## config.mk

```make
export PLATFORM = sky130hd
export DESIGN_NAME = smbseq_top
export DESIGN_NICKNAME = d
export VERILOG_FILES = /design/src/rtl/smbseq_pkg.sv /design/src/rtl/smbseq_blkbuf.sv /design/src/rtl/smbseq_status.sv /design/src/rtl/smbseq_ctrl.sv /design/src/rtl/smbseq_top.sv
export SDC_FILE = /design/constraint.sdc
export NUM_CORES = 1
export LEC_CHECK = 0
export ABC_AREA = 1
export BUFFER_PORTS_ARGS = -buffer_cell sky130_fd_sc_hd__buf_2
export CAP_MARGIN = 5
export CORE_UTILIZATION = 60
export DETAILED_ROUTE_END_ITERATION = 6
export PLACE_DENSITY = 0.84
export SYNTH_ARGS = -nofsm -noshare
export SYNTH_HDL_FRONTEND = slang
export SYNTH_SLANG_ARGS = --single-unit
```

## constraint.sdc

```tcl
create_clock -name clk_i -period 7.49 [get_ports clk_i]
set_input_delay 0.3745 -clock clk_i [delete_from_list [all_inputs] [get_ports clk_i]]
set_output_delay 0.3745 -clock clk_i [all_outputs]
set_load 0.02 [all_outputs]
```

## src/rtl/smbseq_pkg.sv

```systemverilog
package smbseq_pkg;
  typedef enum logic [2:0] {
    OP_START  = 3'd0,
    OP_RSTART = 3'd1,
    OP_WRITE  = 3'd2,
    OP_READ   = 3'd3,
    OP_STOP   = 3'd4
  } bus_op_e;

  typedef enum logic [3:0] {
    ST_IDLE, ST_START, ST_ADDR1, ST_CMD, ST_CNT, ST_WDAT,
    ST_RSTART, ST_ADDR2, ST_RCNT, ST_RDAT, ST_STOP
  } seq_st_e;

  localparam logic [2:0] P_QUICK = 3'd0;
  localparam logic [2:0] P_BYTE  = 3'd1;
  localparam logic [2:0] P_BDATA = 3'd2;
  localparam logic [2:0] P_WORD  = 3'd3;
  localparam logic [2:0] P_BLOCK = 3'd5;

  localparam int S_BUSY  = 0;
  localparam int S_INTR  = 1;
  localparam int S_DERR  = 2;
  localparam int S_BDONE = 3;
endpackage

```

## src/rtl/smbseq_blkbuf.sv

```systemverilog
module smbseq_blkbuf #(
  parameter int DEPTH = 32,
  parameter int DW    = 8,
  localparam int IW   = $clog2(DEPTH)
) (
  input  logic          clk_i,
  input  logic          we_i,
  input  logic [IW-1:0] widx_i,
  input  logic [DW-1:0] wdata_i,
  input  logic [IW-1:0] ridx_a_i,
  output logic [DW-1:0] rdata_a_o,
  input  logic [IW-1:0] ridx_b_i,
  output logic [DW-1:0] rdata_b_o
);
  logic [DW-1:0] mem_q [DEPTH];

  always_ff @(posedge clk_i) begin
    if (we_i) mem_q[widx_i] <= wdata_i;
  end

  assign rdata_a_o = mem_q[ridx_a_i];
  assign rdata_b_o = mem_q[ridx_b_i];
endmodule

```

## src/rtl/smbseq_status.sv

```systemverilog
module smbseq_status (
  input  logic       clk_i,
  input  logic       rst_ni,
  input  logic       go_acc_i,
  input  logic       launch_i,
  input  logic       fin_ok_i,
  input  logic       fin_err_i,
  input  logic [2:0] clr_i,
  output logic [3:0] stat_o
);
  logic busy_q, intr_q, derr_q, bdone_q;

  always_ff @(posedge clk_i or negedge rst_ni) begin
    if (!rst_ni) begin
      busy_q  <= 1'b0;
      intr_q  <= 1'b0;
      derr_q  <= 1'b0;
      bdone_q <= 1'b0;
    end else begin
      if (go_acc_i)      busy_q <= 1'b1;
      else if (launch_i) busy_q <= 1'b0;
      if (fin_ok_i)      intr_q <= 1'b1;
      else if (clr_i[0]) intr_q <= 1'b0;
      if (fin_err_i)     derr_q <= 1'b1;
      else if (clr_i[1]) derr_q <= 1'b0;
      if (fin_ok_i)      bdone_q <= 1'b1;
      else if (clr_i[2]) bdone_q <= 1'b0;
    end
  end

  assign stat_o = {bdone_q, derr_q, intr_q, busy_q};
endmodule

```

## src/rtl/smbseq_ctrl.sv

```systemverilog
module smbseq_ctrl
  import smbseq_pkg::*;
#(
  parameter int DEPTH = 32,
  localparam int IW   = $clog2(DEPTH),
  localparam int CW   = $clog2(DEPTH + 1)
) (
  input  logic          clk_i,
  input  logic          rst_ni,
  input  logic          busy_i,
  input  logic          dev_err_i,
  input  logic [2:0]    proto_i,
  input  logic [7:0]    addr_i,
  input  logic [7:0]    cmd_i,
  input  logic [7:0]    data0_i,
  input  logic [7:0]    data1_i,
  output logic          idle_o,
  output logic          launch_o,
  output logic          fin_ok_o,
  output logic          fin_err_o,
  output logic          d0_we_o,
  output logic          d1_we_o,
  output logic [7:0]    res_o,
  output logic          bw_we_o,
  output logic [IW-1:0] bw_idx_o,
  output logic [IW-1:0] br_idx_o,
  input  logic [7:0]    br_data_i,
  output logic          bus_req_o,
  output bus_op_e       bus_op_o,
  output logic [7:0]    bus_wdata_o,
  output logic          bus_last_o,
  input  logic          bus_done_i,
  input  logic [7:0]    bus_rdata_i,
  input  logic          bus_nack_i
);
  localparam logic [7:0] MAX_CNT = 8'(DEPTH);

  seq_st_e       st_q;
  logic [2:0]    prot_q;
  logic          rd_q;
  logic [6:0]    sa_q;
  logic [7:0]    cmd_q;
  logic [CW-1:0] idx_q, cnt_q;
  logic          err_q;

  logic proto_ok, blk_bad, pre_fail, has_cmd, cnt_ok, loop_end;
  logic [CW-1:0] idx_nxt;

  assign idle_o   = (st_q == ST_IDLE);
  assign launch_o = idle_o & busy_i;
  assign proto_ok = (proto_i <= P_WORD) | (proto_i == P_BLOCK);
  assign blk_bad  = (proto_i == P_BLOCK) & ~addr_i[0] &
                    ((data0_i == 8'd0) | (data0_i > MAX_CNT));
  assign pre_fail = launch_o & ~dev_err_i & (~proto_ok | blk_bad);
  assign has_cmd  = (prot_q != P_QUICK) & ~((prot_q == P_BYTE) & rd_q);
  assign cnt_ok   = (bus_rdata_i != 8'd0) & (bus_rdata_i <= MAX_CNT);
  assign idx_nxt  = idx_q + CW'(1);
  assign loop_end = (idx_nxt == cnt_q);

  assign fin_ok_o  = (st_q == ST_STOP) & bus_done_i & ~err_q;
  assign fin_err_o = pre_fail | ((st_q == ST_STOP) & bus_done_i & err_q);

  assign res_o    = bus_rdata_i;
  assign d0_we_o  = bus_done_i & (((st_q == ST_RDAT) & (prot_q != P_BLOCK) & (idx_q == '0)) |
                                  ((st_q == ST_RCNT) & cnt_ok));
  assign d1_we_o  = bus_done_i & (st_q == ST_RDAT) & (prot_q == P_WORD) & (idx_q == CW'(1));
  assign bw_we_o  = bus_done_i & (st_q == ST_RDAT) & (prot_q == P_BLOCK);
  assign bw_idx_o = idx_q[IW-1:0];
  assign br_idx_o = idx_q[IW-1:0];

  assign bus_req_o  = ~idle_o;
  assign bus_last_o = (st_q == ST_RDAT) & loop_end;

  always_comb begin
    bus_op_o    = OP_WRITE;
    bus_wdata_o = 8'd0;
    unique case (st_q)
      ST_START:  bus_op_o = OP_START;
      ST_RSTART: bus_op_o = OP_RSTART;
      ST_STOP:   bus_op_o = OP_STOP;
      ST_RCNT, ST_RDAT: bus_op_o = OP_READ;
      ST_ADDR1:  bus_wdata_o = {sa_q, has_cmd ? 1'b0 : rd_q};
      ST_ADDR2:  bus_wdata_o = {sa_q, 1'b1};
      ST_CMD:    bus_wdata_o = cmd_q;
      ST_CNT:    bus_wdata_o = 8'(cnt_q);
      ST_WDAT:   bus_wdata_o = (prot_q == P_BLOCK) ? br_data_i :
                               (idx_q == '0) ? data0_i : data1_i;
      default:   bus_op_o = OP_WRITE;
    endcase
  end

  always_ff @(posedge clk_i or negedge rst_ni) begin
    if (!rst_ni) begin
      st_q   <= ST_IDLE;
      prot_q <= P_QUICK;
      rd_q   <= 1'b0;
      sa_q   <= '0;
      cmd_q  <= '0;
      idx_q  <= '0;
      cnt_q  <= '0;
      err_q  <= 1'b0;
    end else begin
      unique case (st_q)
        ST_IDLE: if (launch_o && !dev_err_i && !pre_fail) begin
          prot_q <= proto_i;
          rd_q   <= addr_i[0];
          sa_q   <= addr_i[7:1];
          cmd_q  <= cmd_i;
          cnt_q  <= CW'(data0_i);
          idx_q  <= '0;
          err_q  <= 1'b0;
          st_q   <= ST_START;
        end
        ST_START:  if (bus_done_i) st_q <= ST_ADDR1;
        ST_RSTART: if (bus_done_i) st_q <= ST_ADDR2;
        ST_ADDR1: if (bus_done_i) begin
          if (bus_nack_i) begin
            err_q <= 1'b1;
            st_q  <= ST_STOP;
          end else if (prot_q == P_QUICK) begin
            st_q <= ST_STOP;
          end else if (!has_cmd) begin
            cnt_q <= CW'(1);
            idx_q <= '0;
            st_q  <= ST_RDAT;
          end else begin
            st_q <= ST_CMD;
          end
        end
        ST_CMD: if (bus_done_i) begin
          idx_q <= '0;
          if (bus_nack_i) begin
            err_q <= 1'b1;
            st_q  <= ST_STOP;
          end else if (prot_q == P_BYTE) begin
            st_q <= ST_STOP;
          end else if (rd_q) begin
            st_q <= ST_RSTART;
          end else if (prot_q == P_BLOCK) begin
            st_q <= ST_CNT;
          end else begin
            cnt_q <= (prot_q == P_WORD) ? CW'(2) : CW'(1);
            st_q  <= ST_WDAT;
          end
        end
        ST_CNT: if (bus_done_i) begin
          if (bus_nack_i) begin
            err_q <= 1'b1;
            st_q  <= ST_STOP;
          end else begin
            st_q <= ST_WDAT;
          end
        end
        ST_WDAT: if (bus_done_i) begin
          idx_q <= idx_nxt;
          if (bus_nack_i) begin
            err_q <= 1'b1;
            st_q  <= ST_STOP;
          end else if (loop_end) begin
            st_q <= ST_STOP;
          end
        end
        ST_ADDR2: if (bus_done_i) begin
          idx_q <= '0;
          if (bus_nack_i) begin
            err_q <= 1'b1;
            st_q  <= ST_STOP;
          end else if (prot_q == P_BLOCK) begin
            st_q <= ST_RCNT;
          end else begin
            cnt_q <= (prot_q == P_WORD) ? CW'(2) : CW'(1);
            st_q  <= ST_RDAT;
          end
        end
        ST_RCNT: if (bus_done_i) begin
          if (cnt_ok) begin
            cnt_q <= CW'(bus_rdata_i);
            idx_q <= '0;
            st_q  <= ST_RDAT;
          end else begin
            err_q <= 1'b1;
            st_q  <= ST_STOP;
          end
        end
        ST_RDAT: if (bus_done_i) begin
          idx_q <= idx_nxt;
          if (loop_end) st_q <= ST_STOP;
        end
        ST_STOP: if (bus_done_i) st_q <= ST_IDLE;
        default: st_q <= ST_IDLE;
      endcase
    end
  end
endmodule

```

## src/rtl/smbseq_top.sv

```systemverilog
module smbseq_top
  import smbseq_pkg::*;
#(
  parameter int BUF_DEPTH = 32,
  localparam int IW       = $clog2(BUF_DEPTH)
) (
  input  logic          clk_i,
  input  logic          rst_ni,
  input  logic          go_i,
  input  logic [2:0]    proto_i,
  input  logic [7:0]    addr_i,
  input  logic [7:0]    cmd_i,
  input  logic [1:0]    dat_we_i,
  input  logic [7:0]    dat_wdata_i,
  input  logic          buf_we_i,
  input  logic [IW-1:0] buf_widx_i,
  input  logic [7:0]    buf_wdata_i,
  input  logic [IW-1:0] buf_ridx_i,
  output logic [7:0]    buf_rdata_o,
  input  logic [2:0]    stat_clr_i,
  output logic [3:0]    stat_o,
  output logic [7:0]    data0_o,
  output logic [7:0]    data1_o,
  output logic          bus_req_o,
  output logic [2:0]    bus_op_o,
  output logic [7:0]    bus_wdata_o,
  output logic          bus_last_o,
  input  logic          bus_done_i,
  input  logic [7:0]    bus_rdata_i,
  input  logic          bus_nack_i
);
  logic          idle, launch, fin_ok, fin_err, go_acc;
  logic          d0_we, d1_we, bw_we;
  logic [7:0]    res, br_data;
  logic [IW-1:0] bw_idx, br_idx;
  logic [7:0]    data0_q, data1_q;
  bus_op_e       op;

  assign go_acc = go_i & idle & ~stat_o[S_BUSY];

  smbseq_status u_status (
    .clk_i     (clk_i),
    .rst_ni    (rst_ni),
    .go_acc_i  (go_acc),
    .launch_i  (launch),
    .fin_ok_i  (fin_ok),
    .fin_err_i (fin_err),
    .clr_i     (stat_clr_i),
    .stat_o    (stat_o)
  );

  smbseq_ctrl #(.DEPTH(BUF_DEPTH)) u_ctrl (
    .clk_i       (clk_i),
    .rst_ni      (rst_ni),
    .busy_i      (stat_o[S_BUSY]),
    .dev_err_i   (stat_o[S_DERR]),
    .proto_i     (proto_i),
    .addr_i      (addr_i),
    .cmd_i       (cmd_i),
    .data0_i     (data0_q),
    .data1_i     (data1_q),
    .idle_o      (idle),
    .launch_o    (launch),
    .fin_ok_o    (fin_ok),
    .fin_err_o   (fin_err),
    .d0_we_o     (d0_we),
    .d1_we_o     (d1_we),
    .res_o       (res),
    .bw_we_o     (bw_we),
    .bw_idx_o    (bw_idx),
    .br_idx_o    (br_idx),
    .br_data_i   (br_data),
    .bus_req_o   (bus_req_o),
    .bus_op_o    (op),
    .bus_wdata_o (bus_wdata_o),
    .bus_last_o  (bus_last_o),
    .bus_done_i  (bus_done_i),
    .bus_rdata_i (bus_rdata_i),
    .bus_nack_i  (bus_nack_i)
  );

  assign bus_op_o = op;

  // sequencer write-back takes precedence over host loads
  smbseq_blkbuf #(.DEPTH(BUF_DEPTH), .DW(8)) u_buf (
    .clk_i     (clk_i),
    .we_i      (bw_we | buf_we_i),
    .widx_i    (bw_we ? bw_idx : buf_widx_i),
    .wdata_i   (bw_we ? res : buf_wdata_i),
    .ridx_a_i  (buf_ridx_i),
    .rdata_a_o (buf_rdata_o),
    .ridx_b_i  (br_idx),
    .rdata_b_o (br_data)
  );

  always_ff @(posedge clk_i or negedge rst_ni) begin
    if (!rst_ni) begin
      data0_q <= '0;
      data1_q <= '0;
    end else begin
      if (d0_we)            data0_q <= res;
      else if (dat_we_i[0]) data0_q <= dat_wdata_i;
      if (d1_we)            data1_q <= res;
      else if (dat_we_i[1]) data1_q <= dat_wdata_i;
    end
  end

  assign data0_o = data0_q;
  assign data1_o = data1_q;
endmodule

```

==> out/metrics.csv, run 1 <==
metric,value,unit
outcome,finished with violations,
failing checks,hold timing,
CTS buffer count,35,
global-route wire length before repair,79100,um
RSZ-0062 raised after global routing,false,
"Setup Fix Bufs, Post-CTS",0,
drt pass-1 iters,6,
clock sink total,312,
"Top FF cell, synth",edfxtp_1,
Lkg Pwr,7.10,nW
area delta synth->final,10.3,%
highest achievable clock rate,0.201,GHz
Total Wirelength,51700,um
Core Area,27100,um^2
drt initial violations,2452,
layout cell share with drive strength beyond 1,12.0,%
crit path capture type,output pin,
CTS Buffer Depth,3,
Arrival @ worst endpoint,4.61,ns
Yosys Warn Count,0,
most frequent cells in the layout,"377 x nor2_1, 303 x nand2_1, 271 x o21ai_0, 256 x edfxtp_1, 142 x nand3_1",
CTS root buf,clkbuf_16,
Avg WL per Cell,22.2,um
Setup CP Type,flip-flop to output pin,
"Reg clk slew, reported paths",0.06,ns
Total Routing Usage GR,36.5,%
Comb power frac,28.4,%
PostCTS Resize Cnt,0,
Worst Path Required,7.12,ns
Syn Nets,1964,
Post-Layout Cell Count,2328,
"most common cell after layout, fill and taps aside",nor2_1,
CTS tree,built,
IO Count,105,
Tcrit/Tclk final,66.6,%
Async SR Flop Fraction,17.9,%
vias in the first global route,14400,
Final setup violation count,0,
PD cells,290,nW/um^2
Slew headroom,9.76,%
Max IR drop VDD,0.178,mV
GPL Wtd Cong,0.920,
die area,28400,um^2
largest net degree at the start of global routing,84,
chip height,168,um
worst-path maximum fanout,83,
ant diodes,0,
row count,60,
Post-synth EDFFs,256,
sw frac,35.8,%
sw power,0.00190,W
die span in x,168,um
post-route ant nets,0,
critical-path cell list,"clkinv_2, buf_4, nand2_1, nand3_1, nand3_1, nand2_1, a21oi_1, nand2_1, nand3_1, nand2_1, nand2_1, nand2_1, buf_2",
starting density of the core,61.4,%
cell family contributing the most delay on the critical path,buffers and inverters,
Synth cell types,47,
Tmin final,4.99,ns
initial antenna violation count,0,
Worst-Margin Slew,1.35,ns
final hold violations,14,
Clock Skew,0.0167,ns
Port-buffer cells,104,
Syn Area/Cell,8.77,um^2
Worst Setup Start Kind,flip-flop,
register bit total from synthesis,312,
synthesized cell area,16600,um^2
Synth Instances,1897,
CP Buf/Inv Count,3,
nets,1997,
via count,15200,
"Seq/Total Area, Yosys",54.6,%
gr ovfl total,0,
Final Max Slew Viols,0,
TNS Setup,0,ns
Clock H-tree levels,2,
# DRC,0,
hold_ws,-0.0143,ns
hold_buf cts,0,
clk_lat worst skew,0.53,ns
max-cap violations,0,
Placed Instances,2264,
CP peak stage delay,1.09,ns
HPWL Detailed,32000,um
Clock Power Share,31.7,%
Worst path most repeated cell,nand2_1,
Via density,6.55,
Flop pwr share,39.9,%
worst hold path class,input pin to async pin,
P_int,0.00342,W
critical path's slowest cell,clkinv_2,
flip-flops by register name, indices dropped and copies added, names as in the netlist:
| signal | cells |
|---|---|
| u_buf.mem_q | 256 |
| data0_o | 8 |
| data1_o | 8 |
| u_ctrl.cmd_q | 8 |
| u_ctrl.sa_q | 7 |
| u_ctrl.cnt_q | 6 |
| u_ctrl.idx_q | 6 |
| u_ctrl.st_q | 4 |
| u_ctrl.prot_q | 3 |
| u_ctrl.err_q | 1 |
| u_ctrl.rd_q | 1 |
| u_status.bdone_q | 1 |
| u_status.busy_q | 1 |
| u_status.derr_q | 1 |
| u_status.intr_q | 1 |
layer usage:
| layer | track usage (%) | part of all wire [%] | up-vias |
|---|---|---|---|
| li1 | - | - | 6703 |
| met1 | 49.8 | 37 | 7082 |
| met4 | 18.3 | 4.6 | 0 |
| met2 | 55.6 | 45 | 1262 |
| met5 | 0 | 0 | - |
| met3 | 8.04 | 14 | 197 |
power by group through the flow:
stage          sequential, W  clock (W)  combinational (W)
2_1_floorplan        0.00210          0            0.00110
3_3_place_gp         0.00215          0            0.00142
3_5_place_dp         0.00215          0            0.00145
4_1_cts              0.00212    0.00168            0.00147
5_1_grt              0.00213    0.00175            0.00165
6_report             0.00212    0.00169            0.00151
synthesized netlist by cell type, types with 2 or more instances:
master | instances | share of area, %
a21oi_1 | 58 | 1.7
a221oi_1 | 5 | 0.26
a22oi_1 | 2 | 0.090
a31oi_1 | 6 | 0.23
buf_1 | 6 | 0.14
buf_2 | 40 | 1.2
buf_4 | 7 | 0.32
buf_6 | 4 | 0.27
clkbuf_1 | 69 | 1.6
clkinv_1 | 4 | 0.090
dfrtp_1 | 56 | 8.4
edfxtp_1 | 256 | 46
ha_1 | 3 | 0.23
inv_1 | 87 | 2.0
inv_2 | 7 | 0.16
nand2_1 | 303 | 6.8
nand2_2 | 6 | 0.23
nand2_4 | 4 | 0.27
nand3_1 | 142 | 4.3
nand3_2 | 5 | 0.30
nand3b_1 | 3 | 0.14
nand4_1 | 14 | 0.53
nand4_2 | 2 | 0.15
nor2_1 | 377 | 8.5
nor2_2 | 5 | 0.19
nor2_4 | 7 | 0.47
nor3_1 | 2 | 0.060
nor4_1 | 2 | 0.075
o211ai_1 | 44 | 2.0
o21a_1 | 3 | 0.14
o21ai_0 | 279 | 8.4
o21ai_1 | 2 | 0.060
o21ai_2 | 4 | 0.21
o21bai_1 | 2 | 0.090
o221ai_1 | 49 | 2.6
o22ai_1 | 18 | 0.68
or2_2 | 4 | 0.15
cell families after synthesis:
family	Yosys count	share of synthesized area, %
AOI/OAI and AO/OA	476	16.8
adders and majority gates	3	0.226
buffers and inverters	225	5.73
and+or+nand+nor	879	22.5
xor gates and xnor gates	2	0.105
DFF	312	54.6
final cells by class:
class | count | area, um^2
fillers | 2052 | 8760
flip-flops and latches | 312 | 9090
clock inverters | 19 | 185
repair buffers | 123 | 678
multi-input cells | 1360 | 6620
clock buffers | 44 | 931
inverters | 98 | 369
well taps | 372 | 465
worst register-to-register path, stage by stage (launching register included):
cell      delay (ns)
dfrtp_4         0.84
clkinv_2        1.12
ha_1            0.76
xnor2_1         0.18
nand2_1         0.07
nor2_1          0.10
nand2_1         0.05
nor2_1          0.12
nand2_1         0.11
o21ai_0         0.12
nand3_1         0.11
nand2_1         0.08
nand2_1         0.05
worst paths after layout:
path / slack, ns / end / cells after the start / start
max: 2.50 / bus_wdata_o[7] / 13 / u_ctrl.idx_q[0]$_DFFE_PN0P_
min: -0.01 / u_ctrl.cmd_q[6]$_DFFE_PN0P_ / 2 / rst_ni
max reg2reg: 3.68 / u_ctrl.st_q[0]$_DFFE_PN0P_ / 12 / u_ctrl.idx_q[0]$_DFFE_PN0P_
min reg2reg: 0.48 / u_ctrl.sa_q[5]$_DFFE_PN0P_ / 2 / u_ctrl.sa_q[5]$_DFFE_PN0P_
max in group asynchronous: 6.94 / u_ctrl.idx_q[0]$_DFFE_PN0P_ / 2 / rst_ni
min in group clk_i: 0.03 / u_status.derr_q$_DFFE_PN0P_ / 2 / stat_clr_i[1]
metrics by stage:
step	hold slack, ns	setup slack [ns]	cell area (um^2)	util, %	total power, W
after floorplan	0.0789	4.41	16600	-	0.00321
after global placement	0.464	3.35	17200	63.5	0.00357
after detailed placement	0.470	3.28	17200	63.5	0.00360
after CTS	0.0197	2.73	18300	67.6	0.00527
after global routing	0.0349	2.26	18300	67.7	0.00553
final	-0.0143	2.50	18300	67.7	0.00532
Power figures use the tool's default switching activity.
==> run 2, diff against run 1 <==
Settings changed: ABC_AREA 1 to 0, CORE_UTILIZATION 60 to 55, PLACE_DENSITY 0.84 to 0.81.
Clock period 7.49 ns to 4.1 ns, I/O delays scaled along.
==> run 2 against run 1 <==
Against the previous run:
- the flow now finishes without violations
- worst hold slack gained 0.019 ns
- sequential power grew 90%
- power rose by 83%
- global-route usage down 4.5 points
- synthesized area is 6.4% lower
- flip-flop and latch count unchanged
- die area rose by 2.0%
- final cell count fell by 36%
- critical path type unchanged
==> out/metrics.csv, run 2 <==
metric,value,unit
outcome,"complete, no violations",
Commonest cells post-synth,"256 x edfxtp_1, 158 x mux4_2, 82 x nor2_1, 56 x dfrtp_1, 50 x nand2_1",
Post-synth EDFFs,256,
CP peak stage delay,1.11,ns
Finished Cell Area,17900,um^2
Syn Area/Cell,16.3,um^2
highest achievable clock rate,0.255,GHz
Worst-Margin Slew,1.09,ns
Tmin final,3.92,ns
PostCTS Resize Cnt,0,
initial antenna violation count,0,
Avg WL per Cell,30.3,um
P_int,0.00668,W
met1 WL,16100,um
DR WL met2,21700,um
HPWL Detailed,28600,um
CTS Buffer Depth,3,
Clock Skew,0.0254,ns
ant diodes,0,
Total Routing Usage GR,32.0,%
drt initial violations,1546,
clk_lat worst skew,0.54,ns
nets,1147,
Setup CP Type,flip-flop to output pin,
layout cell share with drive strength beyond 1,34.5,%
Arrival @ worst endpoint,3.72,ns
Synth Instances,952,
Comb power frac,26.3,%
CTS tree,built,
"Seq/Total Area, Yosys",58.4,%
clock sink total,312,
top cell type's share of synthesized area,49.4,%
"most common cell after layout, fill and taps aside",edfxtp_1,
fill count,1889,
gr ovfl total,0,
Yosys Warn Count,0,
row count,61,
global-route wire length before repair,66400,um
largest net degree at the start of global routing,69,
Syn Nets,1019,
Max IR drop VDD,0.281,mV
Worst R2R Path Depth,7,
post-route ant nets,0,
GPL Wtd Cong,0.984,
# DRC,0,
metal3 WL,5060,um
Lkg Pwr,6.07,nW
sw power,0.00307,W
"Top FF cell, synth",edfxtp_1,
Core Area,27800,um^2
Reg2Reg Setup Slack,0.55,ns
Worst Setup Start Kind,flip-flop,
Biggest register,u_buf.mem_q,
Post-Layout Cell Count,1482,
area delta synth->final,15.3,%
Clock Power Share,32.4,%
Flop pwr share,41.3,%
RR Startpoint,u_ctrl.st_q[3]$_DFFE_PN0P_,
Synth cell types,60,
Reg area,9090,um^2
largest cells by area after synthesis,"edfxtp_1 49%, mux4_2 23%, dfrtp_1 9.0%",
Via density,7.11,
Worst Path Required,3.89,ns
Port-buffer cells,104,
Clock H-tree levels,2,
critical-path cell list,"buf_12, inv_1, ha_1, nand2_1, mux2i_1, o21ai_0, a221o_1, buf_2",
max reg flops,256,
multi-input logic area,6150,um^2
via count,10500,
Final setup violation count,0,
"Reg clk slew, reported paths",0.06,ns
starting density of the core,56.0,%
most frequent cells in the layout,"256 x edfxtp_1, 158 x mux4_2, 103 x buf_2, 82 x nor2_1, 54 x dfrtp_1",
CTS buffer count,34,
vias in the first global route,10200,
chip height,170,um
drt pass-1 iters,7,
Final Max Slew Viols,0,
die span in x,170,um
Placed Instances,1398,
Worst Min Path Start,dat_wdata_i[6],
RSZ-0062 raised after global routing,false,
Slew headroom,27.3,%
TNS Setup,0,ns
register bit total from synthesis,312,
CP startpoint,u_ctrl.idx_q[0]$_DFFE_PN0P_,
sw frac,31.5,%
crit path capture type,output pin,
final hold violations,0,
Highest Signal Layer,met4,
worst-path maximum fanout,49,
worst hold path class,input pin to flip-flop,
critical path's slowest cell,dfrtp_4,
reg-to-reg critical path endpoint,u_buf.mem_q[10][2]$_DFFE_PP_,
die area,29000,um^2
PD cells,543,nW/um^2
top-count cell post-synth,edfxtp_1,
Async SR Flop Fraction,17.9,%
synthesized cell area,15600,um^2
Total Wirelength,45000,um
placed cell area,16600,um^2
CTS root buf,clkbuf_16,
Synth area leader,edfxtp_1,
IO Count,105,
Worst Setup EP,bus_wdata_o[2],
Tcrit/Tclk final,95.7,%
max-cap violations,0,
## run 2: cell count changes after synthesis, sizes merged, moves of 40 or more
cell,delta
o21ai,-274
o221ai,-45
o211ai,-40
nand2,-263
inv,-81
nor2,-308
mux4,+158
nand3,-136
## run 2: worst min path at each step
stage,end,depth (start not counted)
finish,data1_o[6]$_DFFE_PN0P_,3
global route,data0_o[3]$_DFFE_PN0P_,3
CTS,data1_o[6]$_DFFE_PN0P_,3
detailed placement,u_ctrl.cmd_q[0]$_DFFE_PN0P_,2
global placement,u_ctrl.cmd_q[0]$_DFFE_PN0P_,2
floorplan,data0_o[0]$_DFFE_PN0P_,0
## run 2: critical path, delay by kind of cell (launching register included)
kind            cells  cell delay (ns)
compound gates      2             0.45
fa+ha+maj           1             0.21
buf+inv             3             0.61
flops               1             1.11
mux                 1             0.42
simple gates        1             0.35
## run 2: timing repair
item,4_1_cts,5_1_grt
buffers inserted,0,0
hold endpoints to repair,79,0
hold buffers,24,0
## run 2: logic make-up (layout without fill, tap and decap cells)
family                   after synthesis  after routing  share of synthesized area (%)
multiplexers                         219            219                           27.1
XOR/XNOR                               7              7                          0.394
AND/OR/NAND/NOR                      213            213                           6.46
buffers and inverters                 78            230                           2.03
adder cells (fa/ha/maj)                3              3                          0.241
flip-flops                           312            312                           58.4
AO/OA/AOI/OAI                        120            120                           5.40
## run 2: area by class of cell
cell class	instances	share of cell area, %
clock buffer	41	5.00
sequential	312	50.7
multi-input combinational	562	34.3
inverter	13	0.272
tap	378	2.64
clock inverter	19	1.35
timing repair buffer	157	5.75
## run 2: power groups by stage
stage	sequential [W]	combinational [W]	clock, W
after floorplan	0.00388	0.00185	0
after global placement	0.00406	0.00243	0
after detailed placement	0.00407	0.00247	0
after CTS	0.00401	0.00252	0.00316
after global routing	0.00405	0.00270	0.00329
final	0.00402	0.00257	0.00316
## run 2: stage by stage
| step | utilization (%) | setup slack [ns] | hold WS, ns | power [W] |
|---|---|---|---|---|
| after floorplan | - | 1.34 | -0.0906 | 0.00572 |
| after global placement | 59.6 | 0.773 | 0.394 | 0.00650 |
| after detailed placement | 59.6 | 0.695 | 0.395 | 0.00654 |
| after CTS | 64.6 | 0.154 | 0.00452 | 0.00969 |
| after global routing | 64.6 | 0.0204 | 0.0143 | 0.0100 |
| final | 64.6 | 0.177 | 0.00487 | 0.00975 |
## run 2: metal layers
metal	GRT usage, %	vias to the layer above
met5	0	-
li1	-	4198
met2	51.8	827
met4	13.1	0
met1	42.7	5378
met3	6.56	136
==> run 3, diff against run 2 <==
==> constraint.sdc (replaced) <==
create_clock -name clk_i -period 4.1 [get_ports clk_i]
set_input_delay 0.82 -clock clk_i [delete_from_list [all_inputs] [get_ports clk_i]]
set_output_delay 0.82 -clock clk_i [all_outputs]
set_load 0.02 [all_outputs]
==> run 3 against run 2 <==
Against the previous run:
- non-clock buffer count rose by 14
- clock skew is 0.0040 ns lower
- critical path type unchanged
- power decreased by 3.4%
- critical endpoint is now bus_wdata_o[5]
- highest routed layer unchanged
- die area did not move
- largest power group unchanged
- clock-buffer cell count rose by 6
==> out/metrics.csv, run 3 (same netlist as run 2, synthesis figures left out) <==
metric,value,unit
final hold violations,0,
Max IR drop VDD,0.320,mV
Finished Cell Area,17900,um^2
IO Count,105,
outcome,"complete, no violations",
via count,10500,
Clock Power Share,30.1,%
Worst path most repeated cell,mux4_2,
crit path capture type,output pin,
CP startpoint,u_ctrl.idx_q[0]$_DFFE_PN0P_,
CP Buf/Inv Count,2,
Avg WL per Cell,30.5,um
RR Startpoint,u_ctrl.st_q[3]$_DFFE_PN0P_,
cell family contributing the most delay on the critical path,multiplexers,
placed cell area,16900,um^2
max reg flops,256,
Worst-Margin Slew,0.941,ns
Setup CP Type,flip-flop to output pin,
Biggest register,u_buf.mem_q,
Worst R2R Path Depth,6,
post-route ant nets,0,
Final Max Slew Viols,0,
Post-Layout Cell Count,1494,
Port-buffer cells,104,
layout cell share with drive strength beyond 1,37.4,%
nets,1162,
Placed Instances,1436,
max-cap violations,0,
worst setup margin,0.0554,ns
"Reg clk slew, reported paths",0.06,ns
Flop pwr share,41.5,%
clk_lat worst skew,0.52,ns
drt initial violations,1725,
HPWL Detailed,29600,um
row count,61,
worst-path maximum fanout,14,
Total Routing Usage GR,32.6,%
reg-to-reg critical path endpoint,u_buf.mem_q[5][3]$_DFFE_PP_,
RSZ-0062 raised after global routing,false,
largest net degree at the start of global routing,65,
Clock Skew,0.0214,ns
GPL Wtd Cong,0.978,
Clock H-tree levels,2,
Lkg Pwr,6.14,nW
Arrival @ worst endpoint,3.22,ns
global-route wire length before repair,67300,um
gr ovfl total,0,
area delta synth->final,15.1,%
Worst Setup EP,bus_wdata_o[5],
worst hold path class,input pin to async pin,
Comb power frac,28.4,%
PD cells,525,nW/um^2
dpl ws,0.450,ns
starting density of the core,56.0,%
drt pass-1 iters,7,
"most common cell after layout, fill and taps aside",edfxtp_1,
ant diodes,0,
critical-path cell list,"buf_4, mux4_2, mux4_2, a22oi_1, o211ai_1, buf_2",
CTS buffer count,35,
# DRC,0,
TNS Setup,0,ns
P_int,0.00643,W
sw power,0.00298,W
vias in the first global route,10500,
Final setup violation count,0,
CP peak stage delay,0.58,ns
Reg2Reg Setup Slack,0.61,ns
chip height,170,um
critical path depth,6,
initial antenna violation count,0,
Slew headroom,37.0,%
Core Area,27800,um^2
CTS Buffer Depth,3,
clock sink total,312,
critical path's slowest cell,dfrtp_4,
CTS root buf,clkbuf_16,
most frequent cells in the layout,"256 x edfxtp_1, 158 x mux4_2, 103 x buf_2, 82 x nor2_1, 62 x buf_4",
Total Wirelength,45500,um
Via density,7.01,
Worst Path Required,3.28,ns
Worst Setup Start Kind,flip-flop,
die area,29000,um^2
highest achievable clock rate,0.247,GHz
Tcrit/Tclk final,98.6,%
sw frac,31.7,%
CTS tree,built,
Tmin final,4.04,ns
die span in x,170,um
==> run 3: cell count changes in the layout (fill, tap and decap cells not counted), sizes merged, moves of 3 or more <==
| cell | change |
|---|---|
| clkbuf | +6 |
| dlygate4sd3 | -24 |
| bufinv | -5 |
| buf | +38 |
| clkinvlp | -3 |
==> run 3: cell type report <==
class	count	area, um^2
inverter	13	48.8
clock buffer	47	941
sequential	312	9090
clock inverter	11	75.1
timing repair buffer	171	1110
tap	378	473
multi-input combinational	562	6170
fill	1980	9870
==> run 3: power groups by stage <==
stage | sequential, W | combinational (W) | clock (W)
4_1_cts | 0.00390 | 0.00264 | 0.00286
3_5_place_dp | 0.00396 | 0.00261 | 0
3_3_place_gp | 0.00395 | 0.00258 | 0
2_1_floorplan | 0.00388 | 0.00185 | 0
6_report | 0.00391 | 0.00267 | 0.00283
5_1_grt | 0.00393 | 0.00284 | 0.00298
==> run 3: through the flow <==
stage | hold slack [ns] | power, W | util (%)
after floorplan | 0.468 | 0.00572 | -
after detailed placement | 0.497 | 0.00657 | 60.7
final | 0.325 | 0.00941 | 64.5
after global routing | 0.364 | 0.00975 | 64.5
after CTS | 0.335 | 0.00940 | 64.4
after global placement | 0.484 | 0.00653 | 60.7
==> run 3: repair_timing <==
item                       CTS  global route
resized for setup            0             4
hold buffers                 0             0
setup endpoints to repair    0             3
setup buffers                0             0
==> run 3: routing by layer <==
metal	wire length, um	share of wire [%]	up-vias	track usage, %
met5	0	0	-	0
met4	2180	4.8	0	15.1
met3	5370	12	147	8.26
met2	22100	48	782	52.0
met1	15900	35	5327	42.2
li1	-	-	4214	-
==> run 3: worst register-to-register path: stages, from the launching register on <==
cell and delay (ns):
dfrtp_1 0.67, nand2b_1 0.31, nor2_1 0.33, nand3_1 0.48
a41oi_1 0.90, nor2_1 0.32, buf_4 0.26
==> run 3: worst min-delay path by stage <==
stage	cells after the start	slack [ns]	from	to
after floorplan	1	0.47	u_ctrl.err_q$_DFFE_PN0P_	u_status.bdone_q$_DFFE_PN0P_
after global placement	1	0.48	u_status.busy_q$_DFFE_PN0P_	u_status.busy_q$_DFFE_PN0P_
after detailed placement	1	0.50	u_ctrl.cmd_q[4]$_DFFE_PN0P_	u_ctrl.cmd_q[4]$_DFFE_PN0P_
after CTS	1	0.33	rst_ni	u_ctrl.cnt_q[1]$_DFFE_PN0P_
after global routing	1	0.36	rst_ni	u_ctrl.sa_q[1]$_DFFE_PN0P_
final	1	0.32	rst_ni	u_ctrl.sa_q[4]$_DFFE_PN0P_
